**src/rtl/mar_pkg.sv**
```systemverilog
package mar_pkg;

    typedef enum logic [1:0] {
        ST_HUNT     = 2'd0,
        ST_ARMED    = 2'd1,
        ST_IN_FRAME = 2'd2
    } mar_state_e;

    localparam logic [1:0] POL_ALL      = 2'b00;
    localparam logic [1:0] POL_ADDR_IRQ = 2'b01;
    localparam logic [1:0] POL_HW_MATCH = 2'b10;
    localparam logic [1:0] POL_HW_QUIET = 2'b11;

endpackage

```
**src/rtl/mar_addr_cmp.sv**
```systemverilog
module mar_addr_cmp #(
    parameter int DATA_W = 8
) (
    input  logic [DATA_W-1:0] cand,
    input  logic [DATA_W-1:0] own,
    output logic              hit
);
    logic [DATA_W-1:0] bit_eq;

    for (genvar i = 0; i < DATA_W; i++) begin : g_bit
        assign bit_eq[i] = ~(cand[i] ^ own[i]);
    end

    assign hit = &bit_eq;
endmodule

```
**src/rtl/mar_match_fsm.sv**
```systemverilog
module mar_match_fsm
    import mar_pkg::*;
(
    input  logic       clk,
    input  logic       rst_n,
    input  logic       clear,
    input  logic       char_ok,
    input  logic       is_addr,
    input  logic       addr_hit,
    output mar_state_e state
);
    mar_state_e state_q, state_d;

    always_ff @(posedge clk or negedge rst_n) begin
        if (!rst_n) begin
            state_q <= ST_HUNT;
        end else begin
            state_q <= state_d;
        end
    end

    always_comb begin
        state_d = state_q;
        if (clear) begin
            state_d = ST_HUNT;                       // T_CLEAR
        end else if (char_ok) begin
            if (is_addr) begin
                state_d = addr_hit ? ST_ARMED : ST_HUNT; // T_HIT / T_MISS
            end else begin
                unique case (state_q)
                    ST_ARMED:    state_d = ST_IN_FRAME;  // T_FIRST
                    ST_IN_FRAME: state_d = ST_IN_FRAME;  // T_STAY
                    ST_HUNT:     state_d = ST_HUNT;      // T_STAY
                    default:     state_d = ST_HUNT;
                endcase
            end
        end
    end

    assign state = state_q;
endmodule

```
**src/rtl/mar_decide.sv**
```systemverilog
module mar_decide
    import mar_pkg::*;
(
    input  logic       rx_valid,
    input  logic       rx_is_addr,
    input  logic       rx_frame_err,
    input  logic       mp_enable,
    input  logic [1:0] mp_mode,
    input  mar_state_e state,
    input  logic       addr_hit,
    output logic       deliver,
    output logic       irq,
    output logic       new_frame
);
    logic char_ok;
    logic in_match;

    assign char_ok  = rx_valid & ~rx_frame_err;
    assign in_match = (state != ST_HUNT);

    always_comb begin
        deliver   = 1'b0;
        irq       = 1'b0;
        new_frame = 1'b0;
        if (char_ok) begin
            if (!mp_enable) begin
                deliver = 1'b1;
                irq     = 1'b1;
            end else begin
                unique case (mp_mode)
                    POL_ALL: begin
                        deliver = 1'b1;
                        irq     = 1'b1;
                    end
                    POL_ADDR_IRQ: begin
                        deliver = 1'b1;
                        irq     = rx_is_addr;
                    end
                    POL_HW_MATCH: begin
                        if (rx_is_addr) begin
                            deliver = addr_hit;
                            irq     = addr_hit;
                        end else begin
                            deliver   = in_match;
                            irq       = in_match;
                            new_frame = (state == ST_ARMED);
                        end
                    end
                    POL_HW_QUIET: begin
                        if (!rx_is_addr) begin
                            deliver   = in_match;
                            irq       = in_match;
                            new_frame = (state == ST_ARMED);
                        end
                    end
                    default: begin
                        deliver = 1'b0;
                    end
                endcase
            end
        end
    end
endmodule

```
**src/rtl/mar_out_stage.sv**
```systemverilog
module mar_out_stage #(
    parameter int DATA_W = 8
) (
    input  logic              clk,
    input  logic              rst_n,
    input  logic              deliver,
    input  logic              irq,
    input  logic              new_frame,
    input  logic              is_addr,
    input  logic [DATA_W-1:0] data,
    output logic              out_valid,
    output logic              out_irq,
    output logic              out_new_frame,
    output logic              out_addr_flag,
    output logic [DATA_W-1:0] out_data
);
    always_ff @(posedge clk or negedge rst_n) begin
        if (!rst_n) begin
            out_valid     <= 1'b0;
            out_irq       <= 1'b0;
            out_new_frame <= 1'b0;
            out_addr_flag <= 1'b0;
            out_data      <= '0;
        end else begin
            out_valid     <= deliver;
            out_irq       <= deliver & irq;
            out_new_frame <= deliver & new_frame;
            out_addr_flag <= deliver & is_addr;
            if (deliver) begin
                out_data <= data;
            end
        end
    end
endmodule

```
**src/rtl/mar_rx_addr_filter.sv**
```systemverilog
module mar_rx_addr_filter
    import mar_pkg::*;
#(
    parameter int DATA_W = 8
) (
    input  logic              clk,
    input  logic              rst_n,
    input  logic              rx_valid,
    input  logic [DATA_W-1:0] rx_data,
    input  logic              rx_is_addr,
    input  logic              rx_frame_err,
    input  logic              mp_enable,
    input  logic [1:0]        mp_mode,
    input  logic              mode_wr,
    input  logic [DATA_W-1:0] own_addr,
    output logic              out_valid,
    output logic [DATA_W-1:0] out_data,
    output logic              out_addr_flag,
    output logic              out_new_frame,
    output logic              out_irq
);
    logic       addr_hit;
    logic       hw_match;
    logic       tracker_clear;
    logic       char_ok;
    logic       deliver;
    logic       irq_d;
    logic       nf_d;
    mar_state_e match_state;

    assign hw_match      = mp_enable & mp_mode[1];
    assign tracker_clear = mode_wr | ~hw_match;
    assign char_ok       = rx_valid & ~rx_frame_err;

    mar_addr_cmp #(.DATA_W(DATA_W)) u_cmp (
        .cand (rx_data),
        .own  (own_addr),
        .hit  (addr_hit)
    );

    mar_match_fsm u_fsm (
        .clk      (clk),
        .rst_n    (rst_n),
        .clear    (tracker_clear),
        .char_ok  (char_ok),
        .is_addr  (rx_is_addr),
        .addr_hit (addr_hit),
        .state    (match_state)
    );

    mar_decide u_dec (
        .rx_valid     (rx_valid),
        .rx_is_addr   (rx_is_addr),
        .rx_frame_err (rx_frame_err),
        .mp_enable    (mp_enable),
        .mp_mode      (mp_mode),
        .state        (match_state),
        .addr_hit     (addr_hit),
        .deliver      (deliver),
        .irq          (irq_d),
        .new_frame    (nf_d)
    );

    mar_out_stage #(.DATA_W(DATA_W)) u_out (
        .clk           (clk),
        .rst_n         (rst_n),
        .deliver       (deliver),
        .irq           (irq_d),
        .new_frame     (nf_d),
        .is_addr       (rx_is_addr),
        .data          (rx_data),
        .out_valid     (out_valid),
        .out_irq       (out_irq),
        .out_new_frame (out_new_frame),
        .out_addr_flag (out_addr_flag),
        .out_data      (out_data)
    );
endmodule

```
**config.mk**
```make
export PLATFORM = sky130hd
export DESIGN_NAME = mar_rx_addr_filter
export DESIGN_NICKNAME = d
export VERILOG_FILES = /design/src/rtl/mar_pkg.sv /design/src/rtl/mar_addr_cmp.sv /design/src/rtl/mar_match_fsm.sv /design/src/rtl/mar_decide.sv /design/src/rtl/mar_out_stage.sv /design/src/rtl/mar_rx_addr_filter.sv
export SDC_FILE = /design/constraint.sdc
export NUM_CORES = 1
export LEC_CHECK = 0
export BUFFER_PORTS_ARGS = -buffer_cell sky130_fd_sc_hd__buf_4
export CELL_PAD_IN_SITES_DETAIL_PLACEMENT = 1
export CELL_PAD_IN_SITES_GLOBAL_PLACEMENT = 2
export CORE_UTILIZATION = 26
export CTS_CLUSTER_SIZE = 24
export DETAILED_ROUTE_END_ITERATION = 10
export GPL_TIMING_DRIVEN = 1
export PLACE_DENSITY = 0.84
export SLEW_MARGIN = 15
export SYNTH_ARGS = -nofsm -noshare
export SYNTH_HDL_FRONTEND = slang
export SYNTH_SLANG_ARGS = --single-unit
```
**constraint.sdc**
```tcl
create_clock -name clk -period 1.9 [get_ports clk]
set_clock_uncertainty 0.05 [all_clocks]
set_input_delay 0.095 -clock clk [delete_from_list [all_inputs] [get_ports clk]]
set_output_delay 0.095 -clock clk [all_outputs]
set_load 0.05 [all_outputs]
```
# Word level (Yosys, flattened, before mapping)
# Cells that the tools add are included.
[word_totals]
word_cells = 59
ff_bits = 14
output_inout_bits = 12
inputBits = 25
[classes]
n_bitwise = 24
n_mux = 17
n_reduce_logical = 7
n_eq_ne = 5
[op_table]
columns = ["cell", "count"]
rows = [
  ["$mux W1", 11],
  ["$not A1 Y1", 10],
  ["$mux W2", 4],
  ["$reduce_and A8 Y1", 1],
  ["$xor A1 B1 Y1", 8],
  ["$eq A2 B2 Y1 const B", 3],
  ["$reduce_or A2 Y1", 3],
  ["$and A1 B1 Y1", 5],
  ["$eq A2 B1 Y1 const B", 2],
  ["$pmux W1 S4", 1],
  ["$reduce_bool A2 Y1", 2],
  ["$pmux W1 S3", 1],
  ["$logic_not A2 Y1", 1],
  ["$or A1 B1 Y1", 1],
]

# Logic depth before layout (Yosys ltp)
# Gate-level depths: netlist (run 1).
[logic_depth]
ltp_word = 8
depth_mapped = 7
ltp_nobuf = 6

# By module
# A second synthesis (run 1) with hierarchy kept.
[unflattened]
cells_unflattened = 56
area_unflattened_um2 = 732.0
[modules_own_cells]
columns = ["module", "seq_area_each_um2", "cells_per_inst", "area_per_inst_um2", "n_inst"]
rows = [
  ["mar_out_stage", 300.3, 24, 450.4, 1],
  ["mar_match_fsm", 50.0, 9, 105.1, 1],
  ["mar_addr_cmp", 0.0, 11, 86.3, 1],
  ["mar_decide", 0.0, 10, 68.8, 1],
  ["mar_rx_addr_filter", 0.0, 2, 21.3, 1],
]

# Worst setup path before layout (run 1)
# No wires, ideal clock.
[synth_timing]
path_kind = "in2reg"
from = "input own_addr[7]"
to = "register u_out.out_data[1]"
slack_ns = 0.184
required_ns = 1.725
setup_ns = 0.125
stages = 6
n_path_buf = 1
t_arrival_ns = 1.541
path_cell_list = "xnor2_1 nand3_1 or4_4 o31ai_4 buf_6 mux2_4"
[synth_between]
elab_chain_cells = 7
[synth_lines]
columns = ["item", "line", "source"]
rows = [
  ["from (decl)", "mar_rx_addr_filter.sv:15", "input logic [DATA_W-1:0] own_addr,"],
  ["$xor A1 B1 Y1", "mar_addr_cmp.sv:11", "assign bit_eq[i] = ~(cand[i] ^ own[i]);"],
  ["$not A1 Y1", "mar_addr_cmp.sv:11", ""],
  ["$reduce_and A8 Y1", "mar_addr_cmp.sv:14", "assign hit = &bit_eq;"],
  ["$mux W1", "mar_decide.sv:40", "if (rx_is_addr) begin"],
  ["$pmux W1 S3", "mar_decide.sv:30", "unique case (mp_mode)"],
  ["$mux W1", "mar_decide.sv:26", "if (!mp_enable) begin"],
  ["$mux W1", "mar_decide.sv:25", "if (char_ok) begin"],
  ["named net deliver", "mar_rx_addr_filter.sv:26", "logic deliver;"],
  ["to (signal assigned)", "mar_out_stage.sv:30", "out_data <= data;"],
  ["to (decl)", "mar_out_stage.sv:15", "output logic [DATA_W-1:0] out_data"],
]
# The timed path passes the listed nets, and every way through them passes these cells.
# A chain may end at the register's enable or synchronous reset.

# Final worst setup path (run 1)
[layout_timing]
from = "input rx_data[2]"
to = "register u_out.out_data[6]"
[layout_between]
elab_chain_cells = 7
[layout_lines]
columns = ["item", "line", "source"]
rows = [
  ["from (decl)", "mar_rx_addr_filter.sv:9", "input logic [DATA_W-1:0] rx_data,"],
  ["$xor A1 B1 Y1", "mar_addr_cmp.sv:11", ""],
  ["$not A1 Y1", "mar_addr_cmp.sv:11", ""],
  ["$reduce_and A8 Y1", "mar_addr_cmp.sv:14", ""],
  ["$mux W1", "mar_decide.sv:40", ""],
  ["$pmux W1 S3", "mar_decide.sv:30", ""],
  ["$mux W1", "mar_decide.sv:26", ""],
  ["$mux W1", "mar_decide.sv:25", ""],
]
# Every way passes these cells.

==> qor.yml, run 1 <==
clock_tree:
  hold_buffers: 5
  cts-root-buf: "clkbuf_4"
  htreeDepth: 1
  clkTransAtPathRegs_ps: 80
  clock_sinks: 14
  numCtsBuffers: 3
  clk_latency_ps: 280
  cts_tree: "built"
  cts-resized-gates: 0
  clockBufferDepth: 2
  post_cts_buffers: 0
yosys:
  yosysMostFrequentCell: "dfrtp_1"
  avgSynthCellArea_um2: 12.9
  ys_seq_area_frac: 0.477
  synth.net_count: 84
  syn_area_um2: 734
  synth_top_area_share: 0.477
  synth_edf_count: 0
  synth.largest_area_cell: "dfrtp_1"
  syn_inst: 57
  synthTopCellsByCount: "dfrtp_1, mux2_4, xnor2_1"
  ys_ff_latch: 14
  ys_types: 26
  ys_top_cells_by_area: "dfrtp_1, mux2_4, xnor2_1"
  ys_warn_count: 0
  ys_async_sr_fraction: 1.00
  synthFlopType: "dfrtp_1"
die:
  start_util: 0.286
  die_h_um: 55.2
  io_pins: 37
  die_width_um: 55.2
  rows: 18
  dieArea_um2: 3040
  fp.coreArea_um2: 2570
final_layout:
  nets: 136
  nFillCells: 306
  drive_gt1_frac: 0.500
  antenna_cells: 0
  fin_area_um2: 1180
  post-route-util: 0.461
  fin_cells: 138
  area_delta_synth_final_pct: 61.0
sta:
  period_minus_slack_ps: 1630
  period_share: 0.860
  worst_hold_slack_ps: 7.86
  layout_setup_ws_ps: 265
  tightest_slew_ps: 349
  fmax_mhz: 612
  drv_slew: 0
  grt_setup_unrepaired: "false"
  max_slew_margin: 0.767
  hold_viol: 0
  setup_violations: 0
global_routing:
  grt_overflow: 0
  grtUsageTotal: 0.147
  grt_pass1_wl_um: 2970
  grt_pass1_vias: 663
  antenna_found_initial: 0
  grt_start_max_net_pins: 15
detailed_routing:
  drc_errors: 0
  top_layer: "met4"
  dr.pass1.iters: 2
  dr_wl_met3_um: 162
  ant_nets: 0
  num_vias: 614
  wl_met1_um: 759
  drt_wl_total_um: 1900
  avgViaCountPerCell: 4.45
  initialDrtViolationCount: 2
  wl_met2_um: 947
  wl_per_cell_um: 13.7
placed_design:
  place_congestion: 0.707
  placed_cells: 125
  post-place-ws_ps: -52.3
  place_area_um2: 1060
  portBuffers: 36
worst_setup_path:
  cp.arrival_ps: 1760
  reg2reg_slack_ps: 270
  crit_type: "input pin to register"
  reg2reg_depth: 7
  r2r_start: "u_fsm.state[0]$_DFFE_PN0P_"
  start_kind: "input pin"
  cp-end-kind: "register"
  critical_path.max_fanout: 5
  crit_required_ps: 2020
  r2r_end: "u_out.out_data[6]$_DFFE_PN0P_"
min_path:
  holdCritStartpoint: "rx_data[3]"
  whs_path_depth: 2
  min_to: "u_out.out_data[3]$_DFFE_PN0P_"
  min_path_type: "input pin to register"
job:
  maxCapViolCount: 0
outcome:
  status: "completed"
power:
  peakVddDrop_v: 0.000525
  power.leakage_uw: 0.000565
  p_per_area_nw_per_um2: 763
worst max-delay path, cell delays in order:
cell	delay, ps
buf_4	120
xnor2_1	150
nand3_1	100
or4_4	560
o31ai_4	230
buf_4	200
mux2_4	300
through the flow:
| step | TNS (ps) | total power [uW] |
|---|---|---|
| 3_5_place_dp | -291 | 681 |
| 4_1_cts | 0 | 907 |
| 3_3_place_gp | -72.3 | 675 |
| 6_report | 0 | 902 |
| 2_1_floorplan | 0 | 551 |
| 5_1_grt | 0 | 950 |
cell families after synthesis:
family	synth area share
AO/OA/AOI/OAI	0.0733
AND/OR/NAND/NOR	0.114
XOR/XNOR	0.0954
multiplexers	0.174
adder cells (fa/ha/maj)	0.0341
flip-flops	0.477
buffers and inverters	0.0324
registers in the layout, indices dropped and copies added, names as in the netlist:
register / flops
u_out.out_irq: 1
u_out.out_addr_flag: 1
u_out.out_new_frame: 1
u_fsm.state: 2
u_out.out_data: 8
u_out.out_valid: 1
layer usage:
metal | up-vias | track usage
li1 | 297 | -
met1 | 290 | 0.158
met2 | 23 | 0.247
met3 | 4 | 0.0683
met4 | 0 | 0.0625
met5 | - | 0
layout by cell type, fill, tap and decap left out, drive strengths merged:
cell type	instances
inv	2
o21bai	1
nor3	2
o21ai	1
clkbuf	4
dfrtp	14
and2	1
nor3b	1
ha	2
nand3	1
dlygate4sd3	9
or4	1
nand2b	1
nand2	3
nand4	1
a21o	1
buf	40
a21oi	1
mux2	9
and4bb	1
xnor2	6
xor2	2
nor2	2
o31ai	2
where the power goes:
part | total (uW) | internal, uW | leakage, uW | switching [uW]
Combinational | 334 | 146 | 0.000368 | 188
Sequential | 352 | 331 | 0.000176 | 20.8
Clock | 216 | 117 | 0.0000210 | 98.9
layout make-up:
cell class | instances | area, um2 | share of cell area
multi-input combinational | 39 | 360 | 0.305
tap | 30 | 37.5 | 0.0317
clock buffer | 4 | 36.3 | 0.0307
timing repair buffer | 49 | 390 | 0.330
sequential | 14 | 350 | 0.296
inverter | 2 | 7.51 | 0.00635
worst max-delay path by stage:
stage                          startpoint                            end  slack (ps)
2_1_floorplan                 own_addr[7]  u_out.out_data[1]$_DFFE_PN0P_         180
3_5_place_dp                   rx_data[2]  u_out.out_data[6]$_DFFE_PN0P_         -50
6_report                       rx_data[2]  u_out.out_data[6]$_DFFE_PN0P_         270
3_3_place_gp                   rx_data[2]  u_out.out_data[7]$_DFFE_PN0P_         -20
5_1_grt        u_fsm.state[1]$_DFFE_PN0P_  u_out.out_data[7]$_DFFE_PN0P_         160
4_1_cts                        rx_data[2]  u_out.out_data[6]$_DFFE_PN0P_         240
(Power assumes the default switching activity.)
==> run 2, diff against run 1 <==
==> constraint.sdc (replaced) <==
create_clock -name clk -period 1.9 [get_ports clk]
set_clock_uncertainty 0.05 [all_clocks]
set_input_delay 0.19 -clock clk [delete_from_list [all_inputs] [get_ports clk]]
set_output_delay 0.19 -clock clk [all_outputs]
set_load 0.05 [all_outputs]
==> run 2 against run 1 <==
Via count down 2.0%. Final cell count decreased by 2.9%. Design area is 4.2% lower. Die area unchanged. First-iteration DRC count shrank 50%. Worst setup slack worse by 130 ps. Wire length shrank 0.58%. Critical endpoint is now u_out.out_data[4]$_DFFE_PN0P_. Largest power group unchanged. Fmax shrank 7.5%.
==> qor.yml, run 2 (same netlist as run 1, synthesis figures left out) <==
outcome:
  status: "completed"
clock_tree:
  clock_sinks: 14  # unchanged
  clockBufferDepth: 2  # unchanged
  clk_latency_ps: 290  # about the same
  cts-root-buf: "clkbuf_4"
  clkTransAtPathRegs_ps: 100  # +20 ps
  post_cts_buffers: 0  # unchanged
  numCtsBuffers: 3  # unchanged
  htreeDepth: 1  # unchanged
  cts_tree: "built"
placed_design:
  dpl.hpwl_um: 1540
  place_congestion: 0.670  # -5.2%
  portBuffers: 36  # unchanged
  place_area_um2: 1090  # +2.8%
  post-place-ws_ps: -147  # -94.6 ps
  placed_cells: 129  # +3.2%
worst_setup_path:
  reg2reg_depth: 7  # unchanged
  crit_top_cell: "buf_4"
  cp_num_cells: 7  # unchanged
  crit_buf_inv: 2  # unchanged
  start_kind: "input pin"
  crit_type: "input pin to register"
  critical_path.max_fanout: 5  # unchanged
  crit_chain: "buf_4 > xnor2_1 > nand3_1 > or4_4 > o31ai_4 > buf_4 > mux2_4"
  cpMaxStageDelayCell: "or4_4"
  reg2reg_slack_ps: 190  # -80 ps
  cp-end-kind: "register"
  crit_family: "simple AND/OR/NAND/NOR gates"
  cp.arrival_ps: 1890  # +130 ps
  crit_required_ps: 2020  # about the same
  slowest_delay_ps: 570  # about the same
detailed_routing:
  drc_errors: 0  # unchanged
  initialDrtViolationCount: 1  # -1
  dr.pass1.iters: 2  # unchanged
  wl_per_cell_um: 14.1  # +2.4%
  avgViaCountPerCell: 4.49  # +0.97%
  ant_nets: 0  # unchanged
  drt_wl_total_um: 1880  # -0.58%
  num_vias: 602  # -2.0%
die:
  die_h_um: 55.2  # unchanged
  io_pins: 37  # unchanged
  start_util: 0.286  # unchanged
  dieArea_um2: 3040  # unchanged
  rows: 18  # unchanged
  die_width_um: 55.2  # unchanged
  fp.coreArea_um2: 2570  # unchanged
sta:
  max_slew_margin: 0.751  # -0.0160
  drv_slew: 0  # unchanged
  hold_viol: 0  # unchanged
  grt_setup_unrepaired: "false"
  setup_violations: 0  # unchanged
  layout_setup_ws_ps: 132  # -133 ps
  tightest_slew_ps: 373  # +24.0 ps
  period_share: 0.930  # +0.0702
  fmax_mhz: 566  # -7.5%
  finalSetupTns_ps: 0  # unchanged
  period_minus_slack_ps: 1770  # +133 ps
final_layout:
  multiInputGateArea_um2: 360  # unchanged
  antenna_cells: 0  # unchanged
  top_register: "u_out.out_data"
  area_delta_synth_final_pct: 54.2
  largest_register_ffs: 8  # unchanged
  drive_gt1_frac: 0.558  # +0.0577
  fin_area_um2: 1130  # -4.2%
  seq_area_um2: 350  # unchanged
  nets: 132  # -2.9%
  final_cell_mix: "buf_4, dfrtp_1, mux2_4, xnor2_1"
  layout_commonest_cell: "buf_4"
  fin_cells: 134  # -2.9%
  nFillCells: 302  # -1.3%
global_routing:
  grt_pass1_wl_um: 2890  # -2.8%
  grt_start_max_net_pins: 15  # unchanged
  grt_pass1_vias: 640  # -3.5%
  antenna_found_initial: 0  # unchanged
  grt_overflow: 0  # unchanged
  grtUsageTotal: 0.142  # -0.00538
min_path:
  min_path_type: "input pin to register"
  whs_path_depth: 2  # unchanged
job:
  maxCapViolCount: 0  # unchanged
power:
  p_per_area_nw_per_um2: 799  # +4.7%
  peakVddDrop_v: 0.000451  # -14%
  power.leakage_uw: 0.000551  # -2.4%
==> run 2: metal layers <==
layer | track usage | wire length [um] | vias up
li1 | - | - | 291
met1 | 0.165 | 804 | 289
met2 | 0.237 | 936 | 22
met3 | 0.0519 | 143 | 0
met4 | 0.0500 | 0 | 0
met5 | 0 | 0 | -
==> run 2: what timing repair did <==
action / CTS / global route
hold buffers: 1 / 0
gates resized for setup: 0 / 0
endpoints found under the hold margin: 14 / 0
endpoints found under the setup margin: 0 / 0
==> run 2: report_power, final <==
group / internal, uW / total, uW / switching (uW) / leakage [uW]
combinational: 140 / 328 / 187 / 0.000354
clock: 117 / 225 / 109 / 0.0000210
sequential: 331 / 351 / 19.8 / 0.000176
==> run 2: path summary, 6_finish.rpt <==
| path | startpoint | to |
|---|---|---|
| hold / removal | mode_wr | u_fsm.state[0]$_DFFE_PN0P_ |
| min in group asynchronous | rst_n | u_fsm.state[1]$_DFFE_PN0P_ |
| setup reg to reg | u_fsm.state[0]$_DFFE_PN0P_ | u_out.out_data[4]$_DFFE_PN0P_ |
| max in group asynchronous | rst_n | u_out.out_data[4]$_DFFE_PN0P_ |
| setup / recovery | own_addr[6] | u_out.out_data[4]$_DFFE_PN0P_ |
| hold reg to reg | u_out.out_data[0]$_DFFE_PN0P_ | u_out.out_data[0]$_DFFE_PN0P_ |
==> run 2: through the flow <==
stage,utilization,hold WS (ps),power [uW]
2_1_floorplan,-,-156,551
3_3_place_gp,0.423,-4.21,680
3_5_place_dp,0.423,-1.57,686
6_report,0.441,0.678,904
4_1_cts,0.441,0.559,908
5_1_grt,0.441,8.63,937
==> run 2: final cells by class <==
class,instances,share of cell area
clock buffers,4,0.0320
inverters,2,0.00663
multi-input cells,39,0.318
flip-flops and latches,14,0.309
well taps,30,0.0331
repair buffers,45,0.301
==> run 3, diff against run 2 <==
Settings changed: PLACE_DENSITY 0.84 to 0.83, SYNTH_HIERARCHICAL set to 1.
==> run 3 against run 2 <==
Sequential power about the same. Combinational power decreased by 3%. Critical path type is now register to register. Wire length decreased by 1.6%. Final cell count decreased by 4.5%. Utilization decreased by 1.7 points. Synthesized cell count decreased by 1.8%. Largest cell class unchanged. Worst setup slack improved by 140 ps. Power decreased by 2.3%. Via count decreased by 2.2%. Clock-buffer cell count unchanged.
==> qor.yml, run 3 <==
global_routing:
  grt_pass1_vias: 637  # -0.47%
  grt_start_max_net_pins: 15  # unchanged
  grt_pass1_wl_um: 3110  # +7.4%
  grt_overflow: 0  # unchanged
  antenna_found_initial: 0  # unchanged
  grtUsageTotal: 0.150  # +0.00848
final_layout:
  antenna_cells: 0  # unchanged
  multiInputGateArea_um2: 367  # +1.7%
  nets: 124  # -6.1%
  drive_gt1_frac: 0.571  # +0.0137
  final_cell_mix: "buf_4, dfrtp_1, xnor2_1, mux2_4, nand2b_1"
  layout_commonest_cell: "buf_4"
  seq_area_um2: 350  # unchanged
  largest_register_ffs: 8  # unchanged
  fin_area_um2: 1090  # -3.8%
  nFillCells: 301  # -0.33%
  top_register: "u_out/out_data"
  area_delta_synth_final_pct: 48.9
clock_tree:
  htreeDepth: 1  # unchanged
  hold_buffers: 1  # unchanged
  cts_tree: "built"
  numCtsBuffers: 3  # unchanged
  post_cts_buffers: 0  # unchanged
  cts-root-buf: "clkbuf_4"
  clock_sinks: 14  # unchanged
  cts-resized-gates: 0  # unchanged
  clk_latency_ps: 270  # -20 ps
  clkTransAtPathRegs_ps: 90  # about the same
  clockBufferDepth: 2  # unchanged
yosys:
  syn_inst: 56  # -1.8%
  synth_edf_count: 0  # unchanged
  synth.area.mux_share: 0.159  # -0.0148
  synth_simple_gate_area_frac: 0.171  # +0.0568
  synthTopCellsByCount: "dfrtp_1, xnor2_1, mux2_4"
  synth_xor_area_frac: 0.0957  # +0.000326
  synth_top_family_by_area: "simple AND/OR/NAND/NOR gates"
  yosysMostFrequentCell: "dfrtp_1"
  avgSynthCellArea_um2: 13.1  # +1.4%
  ys_ff_latch: 14  # unchanged
  ys_top_cells_by_area: "dfrtp_1, mux2_4, xnor2_1"
  ys_types: 22  # -15%
  ys_seq_area_frac: 0.479  # +0.00163
  ys_async_sr_fraction: 1.00  # unchanged
  synthFlopType: "dfrtp_1"
  synth_top_area_share: 0.479  # +0.00163
  synth_compound_area_frac: 0.0752  # +0.00196
  syn_area_um2: 732  # -0.34%
  synth_fa_ha_area_frac: 0  # -0.0341
  ys_warn_count: 6  # +6
  synth.largest_area_cell: "dfrtp_1"
  synth.net_count: 81  # -3.6%
detailed_routing:
  dr.pass1.iters: 4  # +2
  drt_wl_total_um: 1850  # -1.6%
  drc_errors: 0  # unchanged
  avgViaCountPerCell: 4.60  # +2.4%
  wl_per_cell_um: 14.5  # +3.0%
  num_vias: 589  # -2.2%
  initialDrtViolationCount: 3  # +2
  ant_nets: 0  # unchanged
min_path:
  min_path_type: "input pin to register"
  min_to: "u_fsm/state[1]$_DFFE_PN0P_"
  whs_path_depth: 2  # unchanged
  holdCritStartpoint: "rx_is_addr"
sta:
  period_minus_slack_ps: 1630  # -140 ps
  finalSetupTns_ps: 0  # unchanged
  drv_slew: 0  # unchanged
  max_slew_margin: 0.693  # -0.0579
  grt_setup_unrepaired: "false"
  tightest_slew_ps: 454  # +80.5 ps
  fmax_mhz: 614  # +8.6%
  setup_violations: 0  # unchanged
  hold_viol: 0  # unchanged
  period_share: 0.857  # -0.0737
die:
  dieArea_um2: 3030  # -0.33%
  die_width_um: 55.1  # -0.16%
  fp.coreArea_um2: 2570  # unchanged
  rows: 18  # unchanged
  start_util: 0.285  # -0.000975
  die_h_um: 55.1  # -0.16%
  io_pins: 37  # unchanged
outcome:
  status: "completed"
worst_setup_path:
  slowest_delay_ps: 420  # -150 ps
  start_kind: "register"
  reg2reg_depth: 5  # -2
  crit_required_ps: 2010  # about the same
  crit_type: "register to register"
  cpMaxStageDelayCell: "dfrtp_1"
  critical_path.max_fanout: 6  # +1
  r2r_start: "u_fsm/state[1]$_DFFE_PN0P_"
  r2r_end: "u_out/out_data[2]$_DFFE_PN0P_"
  cp-end-kind: "register"
  cp.arrival_ps: 1740  # -150 ps
  crit_chain: "o21ba_1 > a311oi_2 > nor2_1 > buf_4 > mux2_4"
  reg2reg_slack_ps: 270  # +80 ps
power:
  p_clk_frac: 0.244  # -0.005
  sw_frac_of_total: 0.341  # -0.00900
  p_int_uw: 583  # -0.96%
  seqPwrFrac: 0.397  # +0.009
  p_per_area_nw_per_um2: 811  # +1.5%
  peakVddDrop_v: 0.000611  # +36%
  power_switching_uw: 301  # -4.8%
  power.leakage_uw: 0.000517  # -6.3%
  p_comb_frac: 0.359  # -0.003
placed_design:
  dpl.hpwl_um: 1490  # -3.5%
  place_area_um2: 1040  # -3.9%
  place_congestion: 0.752  # +12%
  portBuffers: 36  # unchanged
job:
  maxCapViolCount: 0  # unchanged
run 3: cell count changes in the layout (fill, tap and decap cells not counted), moves of 2 or more:
cell | previous run | this run
nand2b_1 | 1 | 4
and2_2 | 0 | 3
nand2_1 | 3 | 1
ha_1 | 2 | 0
buf_4 | 44 | 38
xor2_1 | 2 | 0
nand3b_1 | 0 | 2
xnor2_1 | 6 | 8
run 3: stage by stage:
stage	instances	hold slack (ps)	util	setup slack (ps)	power, uW
after CTS	128	83.7	0.424	276	897
after floorplan	56	-156	-	380	548
after detailed placement	123	1.88	0.406	107	674
after global routing	128	82.0	0.424	192	930
final	128	93.3	0.424	272	883
after global placement	123	0.277	0.406	191	668
run 3: cells by family after synthesis:
logic type | Yosys count
XOR/XNOR | 8
AND/OR/NAND/NOR | 19
buffers and inverters | 2
flip-flops | 14
AO/OA/AOI/OAI | 5
multiplexers | 8
run 3: worst max-delay path by stage:
stage | from | endpoint | slack, ps
2_1_floorplan | own_addr[2] | u_out/out_data[0]$_DFFE_PN0P_ | 380
3_3_place_gp | own_addr[4] | u_out/out_data[7]$_DFFE_PN0P_ | 190
3_5_place_dp | own_addr[4] | u_out/out_data[7]$_DFFE_PN0P_ | 110
4_1_cts | u_fsm/state[0]$_DFFE_PN0P_ | u_out/out_data[2]$_DFFE_PN0P_ | 280
5_1_grt | u_fsm/state[0]$_DFFE_PN0P_ | u_out/out_data[2]$_DFFE_PN0P_ | 190
6_report | u_fsm/state[1]$_DFFE_PN0P_ | u_out/out_data[2]$_DFFE_PN0P_ | 270
run 3: routing by layer:
metal / up-vias / GRT usage / share of wire
li1: 280 / - / -
met1: 290 / 0.175 / 0.38
met2: 19 / 0.275 / 0.57
met3: 0 / 0.0328 / 0.047
met4: 0 / 0.0375 / 0
met5: - / 0 / 0
run 3: critical path: cells and delay by family, from the launching register on:
family                 cells  cell delay [ps]
AND/OR/NAND/NOR            1              100
buffers and inverters      1              180
multiplexers               1              310
AO/OA/AOI/OAI              2              460
flip-flops                 1              420
run 3: power groups by stage:
stage                     Sequential, uW  Clock [uW]  Combinational [uW]
after floorplan                      469           0                78.6
after global placement               355           0                 313
after detailed placement             356           0                 318
after CTS                            351         226                 321
after global routing                 355         241                 334
final                                350         216                 317
run 3: layout make-up:
cell class / count / share of cell area
flip-flops and latches: 14 / 0.321
repair buffers: 39 / 0.271
well taps: 30 / 0.0344
inverters: 1 / 0.00344
multi-input cells: 40 / 0.336
clock buffers: 4 / 0.0333
